**config.mk**
```make
export PLATFORM = sky130hd
export DESIGN_NAME = cp_fault_maint
export DESIGN_NICKNAME = d
export VERILOG_FILES = /design/src/rtl/cp_fm_pkg.sv /design/src/rtl/cp_fm_decode.sv /design/src/rtl/cp_fm_far.sv /design/src/rtl/cp_fm_pulse.sv /design/src/rtl/cp_fault_maint.sv
export SDC_FILE = /design/constraint.sdc
export NUM_CORES = 1
export LEC_CHECK = 0
export BUFFER_PORTS_ARGS = -buffer_cell sky130_fd_sc_hd__buf_2
export CAP_MARGIN = 20
export CORE_MARGIN = 5
export CORE_UTILIZATION = 42
export DETAILED_ROUTE_END_ITERATION = 8
export GPL_ROUTABILITY_DRIVEN = 0
export GPL_TIMING_DRIVEN = 0
export PLACE_DENSITY = 0.78
export SYNTH_ARGS = -nofsm -noshare
export SYNTH_HDL_FRONTEND = slang
export SYNTH_SLANG_ARGS = --single-unit
```
**constraint.sdc**
```tcl
create_clock -name clk -period 1.3 [get_ports clk]
set_input_delay 0.195 -clock clk [delete_from_list [all_inputs] [get_ports clk]]
set_output_delay 0.195 -clock clk [all_outputs]
set_load 0.05 [all_outputs]
```
**src/rtl/cp_fm_pkg.sv**
```systemverilog
package cp_fm_pkg;
  localparam int unsigned DEF_ADDR_W = 32;
  localparam int unsigned DEF_PID_W  = 7;
  localparam int unsigned DEF_REG_W  = 4;
  localparam int unsigned DEF_CRM_W  = 4;
  localparam int unsigned DEF_OP2_W  = 3;

  localparam int unsigned REGNUM_FAULT = 6;
  localparam int unsigned REGNUM_CACHE = 7;
  localparam int unsigned REGNUM_TLB   = 8;

  typedef enum logic [1:0] {
    CMD_NONE     = 2'd0,
    CMD_CACHE    = 2'd1,
    CMD_TLB_ALL  = 2'd2,
    CMD_TLB_ONE  = 2'd3
  } maint_cmd_e;
endpackage

```
**src/rtl/cp_fm_decode.sv**
```systemverilog
module cp_fm_decode
  import cp_fm_pkg::*;
#(
  parameter int unsigned REG_W = DEF_REG_W,
  parameter int unsigned CRM_W = DEF_CRM_W,
  parameter int unsigned OP2_W = DEF_OP2_W
) (
  input  logic             acc_valid,
  input  logic             acc_write,
  input  logic [REG_W-1:0] acc_reg,
  input  logic [CRM_W-1:0] acc_crm,
  input  logic [OP2_W-1:0] acc_op2,
  output maint_cmd_e       cmd,
  output logic             far_we,
  output logic             far_rd,
  output logic             undef
);
  logic hit_fault, hit_cache, hit_tlb;
  logic fields_zero, crm_tlb_ok, cache_ok, tlb_all_ok, tlb_one_ok;

  assign hit_fault   = acc_valid && (acc_reg == REG_W'(REGNUM_FAULT));
  assign hit_cache   = acc_valid && (acc_reg == REG_W'(REGNUM_CACHE));
  assign hit_tlb     = acc_valid && (acc_reg == REG_W'(REGNUM_TLB));
  assign fields_zero = (acc_crm == '0) && (acc_op2 == '0);

  // TLB maintenance accepts CRm 5, 6 or 7
  assign crm_tlb_ok  = (acc_crm == CRM_W'(5)) || (acc_crm == CRM_W'(6)) ||
                       (acc_crm == CRM_W'(7));
  assign cache_ok    = acc_write && (acc_op2 == '0) && (acc_crm == CRM_W'(7));
  assign tlb_all_ok  = acc_write && (acc_op2 == '0) && crm_tlb_ok;
  assign tlb_one_ok  = acc_write && (acc_op2 == OP2_W'(1)) && crm_tlb_ok;

  always_comb begin
    cmd = CMD_NONE;
    if (hit_cache && cache_ok)        cmd = CMD_CACHE;
    else if (hit_tlb && tlb_all_ok)   cmd = CMD_TLB_ALL;
    else if (hit_tlb && tlb_one_ok)   cmd = CMD_TLB_ONE;
  end

  assign far_we = hit_fault && fields_zero && acc_write;
  assign far_rd = hit_fault && fields_zero && !acc_write;
  assign undef  = (hit_fault && !fields_zero) ||
                  (hit_cache && !cache_ok) ||
                  (hit_tlb && !(tlb_all_ok || tlb_one_ok));
endmodule

```
**src/rtl/cp_fm_far.sv**
```systemverilog
module cp_fm_far #(
  parameter int unsigned ADDR_W = cp_fm_pkg::DEF_ADDR_W,
  parameter int unsigned PID_W  = cp_fm_pkg::DEF_PID_W
) (
  input  logic              clk,
  input  logic              rst_n,
  input  logic              flt_data,
  input  logic [ADDR_W-1:0] flt_addr,
  input  logic [PID_W-1:0]  pid,
  input  logic              sw_we,
  input  logic [ADDR_W-1:0] sw_data,
  output logic [ADDR_W-1:0] far_q
);
  localparam int unsigned LOW_W = ADDR_W - PID_W;

  // Process-ID relocation of a virtual address
  function automatic logic [ADDR_W-1:0] relocate(input logic [ADDR_W-1:0] va,
                                                 input logic [PID_W-1:0]  p);
    if (va[ADDR_W-1:LOW_W] == '0) return {p, va[LOW_W-1:0]};
    return va;
  endfunction

  always_ff @(posedge clk) begin
    if (!rst_n)        far_q <= '0;
    else if (flt_data) far_q <= relocate(flt_addr, pid);
    else if (sw_we)    far_q <= sw_data;
  end

  assert_fault_loads_relocated_R4: assert property (@(posedge clk) disable iff (!rst_n)
    flt_data |=> far_q == relocate($past(flt_addr), $past(pid)));

  assert_sw_write_loads_R3: assert property (@(posedge clk) disable iff (!rst_n)
    (sw_we && !flt_data) |=> far_q == $past(sw_data));

  assert_fault_beats_write_R6: assert property (@(posedge clk) disable iff (!rst_n)
    (flt_data && sw_we && (sw_data != relocate(flt_addr, pid))) |=> far_q != $past(sw_data));

  assert_idle_holds_R2: assert property (@(posedge clk) disable iff (!rst_n)
    (!flt_data && !sw_we) |=> $stable(far_q));
endmodule

```
**src/rtl/cp_fm_pulse.sv**
```systemverilog
module cp_fm_pulse
  import cp_fm_pkg::*;
#(
  parameter int unsigned ADDR_W = DEF_ADDR_W
) (
  input  logic              clk,
  input  logic              rst_n,
  input  maint_cmd_e        cmd,
  input  logic [ADDR_W-1:0] addr,
  output logic              cache_inv_all,
  output logic              tlb_inv_all,
  output logic              tlb_inv_one,
  output logic [ADDR_W-1:0] tlb_inv_addr
);
  always_ff @(posedge clk) begin
    if (!rst_n) begin
      cache_inv_all <= 1'b0;
      tlb_inv_all   <= 1'b0;
      tlb_inv_one   <= 1'b0;
      tlb_inv_addr  <= '0;
    end else begin
      cache_inv_all <= (cmd == CMD_CACHE);
      tlb_inv_all   <= (cmd == CMD_TLB_ALL);
      tlb_inv_one   <= (cmd == CMD_TLB_ONE);
      if (cmd == CMD_TLB_ONE) tlb_inv_addr <= addr;
    end
  end

  assert_single_command_R5: assert property (@(posedge clk) disable iff (!rst_n)
    $onehot0({cache_inv_all, tlb_inv_all, tlb_inv_one}));

  assert_entry_addr_R8: assert property (@(posedge clk) disable iff (!rst_n)
    (cmd == CMD_TLB_ONE) |=> (tlb_inv_one && tlb_inv_addr == $past(addr)));

  assert_no_cmd_no_pulse_R10: assert property (@(posedge clk) disable iff (!rst_n)
    (cmd == CMD_NONE) |=> !(cache_inv_all || tlb_inv_all || tlb_inv_one));
endmodule

```
**src/rtl/cp_fault_maint.sv**
```systemverilog
module cp_fault_maint
  import cp_fm_pkg::*;
#(
  parameter int unsigned ADDR_W = DEF_ADDR_W,
  parameter int unsigned PID_W  = DEF_PID_W,
  parameter int unsigned REG_W  = DEF_REG_W,
  parameter int unsigned CRM_W  = DEF_CRM_W,
  parameter int unsigned OP2_W  = DEF_OP2_W
) (
  input  logic              clk,
  input  logic              rst_n,
  input  logic              acc_valid,
  input  logic              acc_write,
  input  logic [REG_W-1:0]  acc_reg,
  input  logic [CRM_W-1:0]  acc_crm,
  input  logic [OP2_W-1:0]  acc_op2,
  input  logic [ADDR_W-1:0] acc_wdata,
  output logic [ADDR_W-1:0] acc_rdata,
  output logic              acc_undef,
  input  logic              flt_valid,
  input  logic              flt_is_data,
  input  logic [ADDR_W-1:0] flt_vaddr,
  input  logic [PID_W-1:0]  pid,
  output logic              cache_inv_all,
  output logic              tlb_inv_all,
  output logic              tlb_inv_one,
  output logic [ADDR_W-1:0] tlb_inv_addr
);
  maint_cmd_e        dec_cmd;
  logic              far_we, far_rd, flt_data;
  logic [ADDR_W-1:0] far_q;

  assign flt_data = flt_valid && flt_is_data;

  cp_fm_decode #(.REG_W(REG_W), .CRM_W(CRM_W), .OP2_W(OP2_W)) u_decode (
    .acc_valid (acc_valid),
    .acc_write (acc_write),
    .acc_reg   (acc_reg),
    .acc_crm   (acc_crm),
    .acc_op2   (acc_op2),
    .cmd       (dec_cmd),
    .far_we    (far_we),
    .far_rd    (far_rd),
    .undef     (acc_undef)
  );

  cp_fm_far #(.ADDR_W(ADDR_W), .PID_W(PID_W)) u_far (
    .clk      (clk),
    .rst_n    (rst_n),
    .flt_data (flt_data),
    .flt_addr (flt_vaddr),
    .pid      (pid),
    .sw_we    (far_we),
    .sw_data  (acc_wdata),
    .far_q    (far_q)
  );

  cp_fm_pulse #(.ADDR_W(ADDR_W)) u_pulse (
    .clk           (clk),
    .rst_n         (rst_n),
    .cmd           (dec_cmd),
    .addr          (acc_wdata),
    .cache_inv_all (cache_inv_all),
    .tlb_inv_all   (tlb_inv_all),
    .tlb_inv_one   (tlb_inv_one),
    .tlb_inv_addr  (tlb_inv_addr)
  );

  assign acc_rdata = far_rd ? far_q : '0;

  assert_fetch_fault_ignored_R2: assert property (@(posedge clk) disable iff (!rst_n)
    (flt_valid && !flt_is_data && !far_we) |=> $stable(far_q));

  assert_read_maint_undef_R9: assert property (@(posedge clk) disable iff (!rst_n)
    (acc_valid && !acc_write &&
     (acc_reg == REG_W'(REGNUM_CACHE) || acc_reg == REG_W'(REGNUM_TLB)))
      |-> (acc_undef && acc_rdata == '0));

  assert_undef_no_pulse_R10: assert property (@(posedge clk) disable iff (!rst_n)
    acc_undef |=> !(cache_inv_all || tlb_inv_all || tlb_inv_one));

  assert_foreign_reg_quiet_R11: assert property (@(posedge clk) disable iff (!rst_n)
    (acc_valid && acc_reg != REG_W'(REGNUM_FAULT) && acc_reg != REG_W'(REGNUM_CACHE) &&
     acc_reg != REG_W'(REGNUM_TLB)) |-> (!acc_undef && acc_rdata == '0));
endmodule

```
==> metrics <==
WL met3 758 um; Clock transition at path regs ~0.070 ns; met2 WL post-DR ~6100 um; synth-to-layout area growth 63.8%; CTS buffer count 9; Critical Path Fanout Max 8; vias in the first global route 3652; Final Hold Viols 0; CTS Root Cell clkbuf_8; CP required 1.11 ns; Power, Total 4.51 mW; detail-routed net length per standard cell ~18 um; die height ~100 um; hold_ws approximately 0.045 ns; DRC Markers 0; DRT Pass-1 Iters 4; Worst slew margin between 50% and 60%; via/cell ratio approximately 5.4; fin util between 70% and 80%; Final ANT Viol Nets 0; Skew-Pair Late Insertion Delay roughly 0.33 ns; GRT Total Usage between 20% and 30%; clk sinks 67; Reg area roughly 1300 um2; VDD IR-drop max between 0.4 and 0.5 mV; Syn Std Cell Area around 3400 um2; final setup margin -0.424 ns; CP Class in -> out; Leakage approximately 2.4 nW; WP data arrival ~1.5 ns; final period utilization 133%; CTS max path bufs 2; first-pass GRT wire length between 15000 and 20000 um; initial antenna violation count 0; largest net degree at the start of global routing 12; CTS tree done; Slew @ Worst Pin 0.686 ns; cells after synthesis just under 400; Syn Nets 477; status finished with violations; DR iter-0 viols roughly 120; Post-synth EDFFs 0; row cnt 32; top sig layer met4; Die W approximately 100 um; Critical Path Start Type input pin; power density over the cells 811 nW/um2; Cell Count, Final, Fillers Out roughly 690; clk_skew 0 ns; Yosys reg bits 67; Syn Area/Cell about 8.7 um2; die area between 9000 and 10000 um2; HP Class in -> reg; H-tree levels 3; ys flop type dfxtp_1; Async SR Flop Fraction 0%; share of layout cells above drive strength 1 52.3%; fill cell total of the finished layout a little over 600; max-cap violations 0; crit path time final 1.72 ns; CORE AREA roughly 7800 um2; RSZ-0062 raised after global routing true; Multi-input gate area 2130 um2; Critical Path Sink Type output pin; YS warnings 0; DR vias between 3000 and 4000; I/O pin count about 160; synth unique cells 35; final slew viol count 0; failing checks negative setup slack; starting density of the core between 40% and 50%; total wire length about 12000 um; Seq/Total Area, Yosys roughly two fifths; Max Clock Freq 0.580 GHz; placed cell count between 600 and 700; n_diodes 0; Final Setup Violations between 40 and 50; CTS Hold Bufs 0; setup TNS -13.43 ns; count of nets after finishing about 670; DP Wirelength between 8000 and 9000 um; M1 WL 4830 um; port bufs between 150 and 200; total gr overflow 0
## timing repair
item	in CTS	in global routing
resized for setup	125	19
pin swaps	9	8
cloned	3	6
setup buffers	10	7
endpoints found under the setup margin	47	92
## state kept, by name (all words and copies together), names as in the netlist
name / flops
u_far.far_q: 32
u_pulse.cache_inv_all: 1
u_pulse.tlb_inv_all: 1
u_pulse.tlb_inv_one: 1
u_pulse.tlb_inv_addr: 32
## logic make-up after synthesis
group                  count (synthesis)  share of synthesized area, %
and+or+nand+nor                      207                          29.8
DFF                                   67                          39.5
AOI/OAI and AO/OA                     48                          14.8
buffers and inverters                 35                          6.34
muxes                                 32                          9.44
## synthesized netlist by cell type (2+ instances only)
library cell | n | area share [%]
nand3_1 | 2 | 0.30
nand4_1 | 7 | 1.3
o31ai_1 | 7 | 1.5
clkbuf_2 | 3 | 0.44
mux2i_1 | 32 | 9.4
nor4_4 | 2 | 1.3
buf_2 | 4 | 0.59
a311oi_1 | 8 | 2.1
a311oi_2 | 20 | 8.9
nand4b_1 | 2 | 0.52
buf_6 | 2 | 0.66
buf_12 | 3 | 1.8
nand2_1 | 118 | 13
nor4_1 | 3 | 0.55
nor2_1 | 5 | 0.55
dfxtp_1 | 67 | 40
o21ai_0 | 7 | 1.0
a211oi_1 | 4 | 0.89
and2_1 | 33 | 6.1
clkbuf_1 | 17 | 1.9
buf_4 | 3 | 0.66
nor3_1 | 27 | 4.0
## power by group
group          switching (mW)  internal [mW]
Combinational           0.368          0.286
Clock                   0.807          0.882
Sequential             0.0450           2.12
Total                    1.22           3.28
## critical path, stage by stage
cell       delay (ns)
buf_8            0.10
nor4_4           0.32
nand2_2          0.12
nor3_4           0.17
buf_12           0.17
clkbuf_16        0.15
and2_4           0.14
buf_8            0.14
## final cells by class
type | instances | area share (%)
multi-input cells | 287 | 38.4
repair buffers | 178 | 26.0
flip-flops and latches | 67 | 24.1
plain buffers | 33 | 5.65
clock buffers | 11 | 2.36
well taps | 102 | 2.30
clock inverters | 5 | 0.968
inverters | 2 | 0.135
## stage by stage
stage	setup WS, ns	instance area (um2)
2_1_floorplan	-0.186	3650
6_report	-0.424	5560
4_1_cts	-0.369	5330
3_5_place_dp	-0.814	4550
3_3_place_gp	-0.779	4550
5_1_grt	-0.449	5560
## cells in the final DEF (no fill, tap or decap), types with 8 or more instances in the layout
master     synthesis  routed
buf_2              4     121
a311oi_1           8       8
mux2i_1           32      30
clkbuf_1          17      14
clkbuf_8           0      11
buf_4              3      14
and2_4             0      31
clkbuf_16          0       9
nor3_2             1      15
buf_12             3       8
a311oi_2          20      20
nand2_1          118     115
buf_8              0      33
dfxtp_1           67      67
## final timing paths
check	from	end	slack [ns]	cells past startpoint
worst min-delay path	acc_op2[0]	u_pulse.tlb_inv_all$_SDFF_PN0_	0.05	2
worst max register to register	u_far.far_q[15]$_SDFFE_PN0P_	u_far.far_q[15]$_SDFFE_PN0P_	0.52	2
worst min register to register	u_pulse.tlb_inv_addr[29]$_SDFFE_PN0N_	u_pulse.tlb_inv_addr[29]$_SDFFE_PN0N_	0.46	2
worst max-delay path	acc_op2[2]	acc_rdata[29]	-0.42	8
## per-layer routing
layer / vias to the layer above / global-route usage [%]
met3: 39 / 3.68
met4: 0 / 10.2
met5: - / 0
met2: 171 / 39.4
li1: 1743 / -
met1: 1766 / 27.9
No activity file was read; power rests on OpenSTA's default activity.
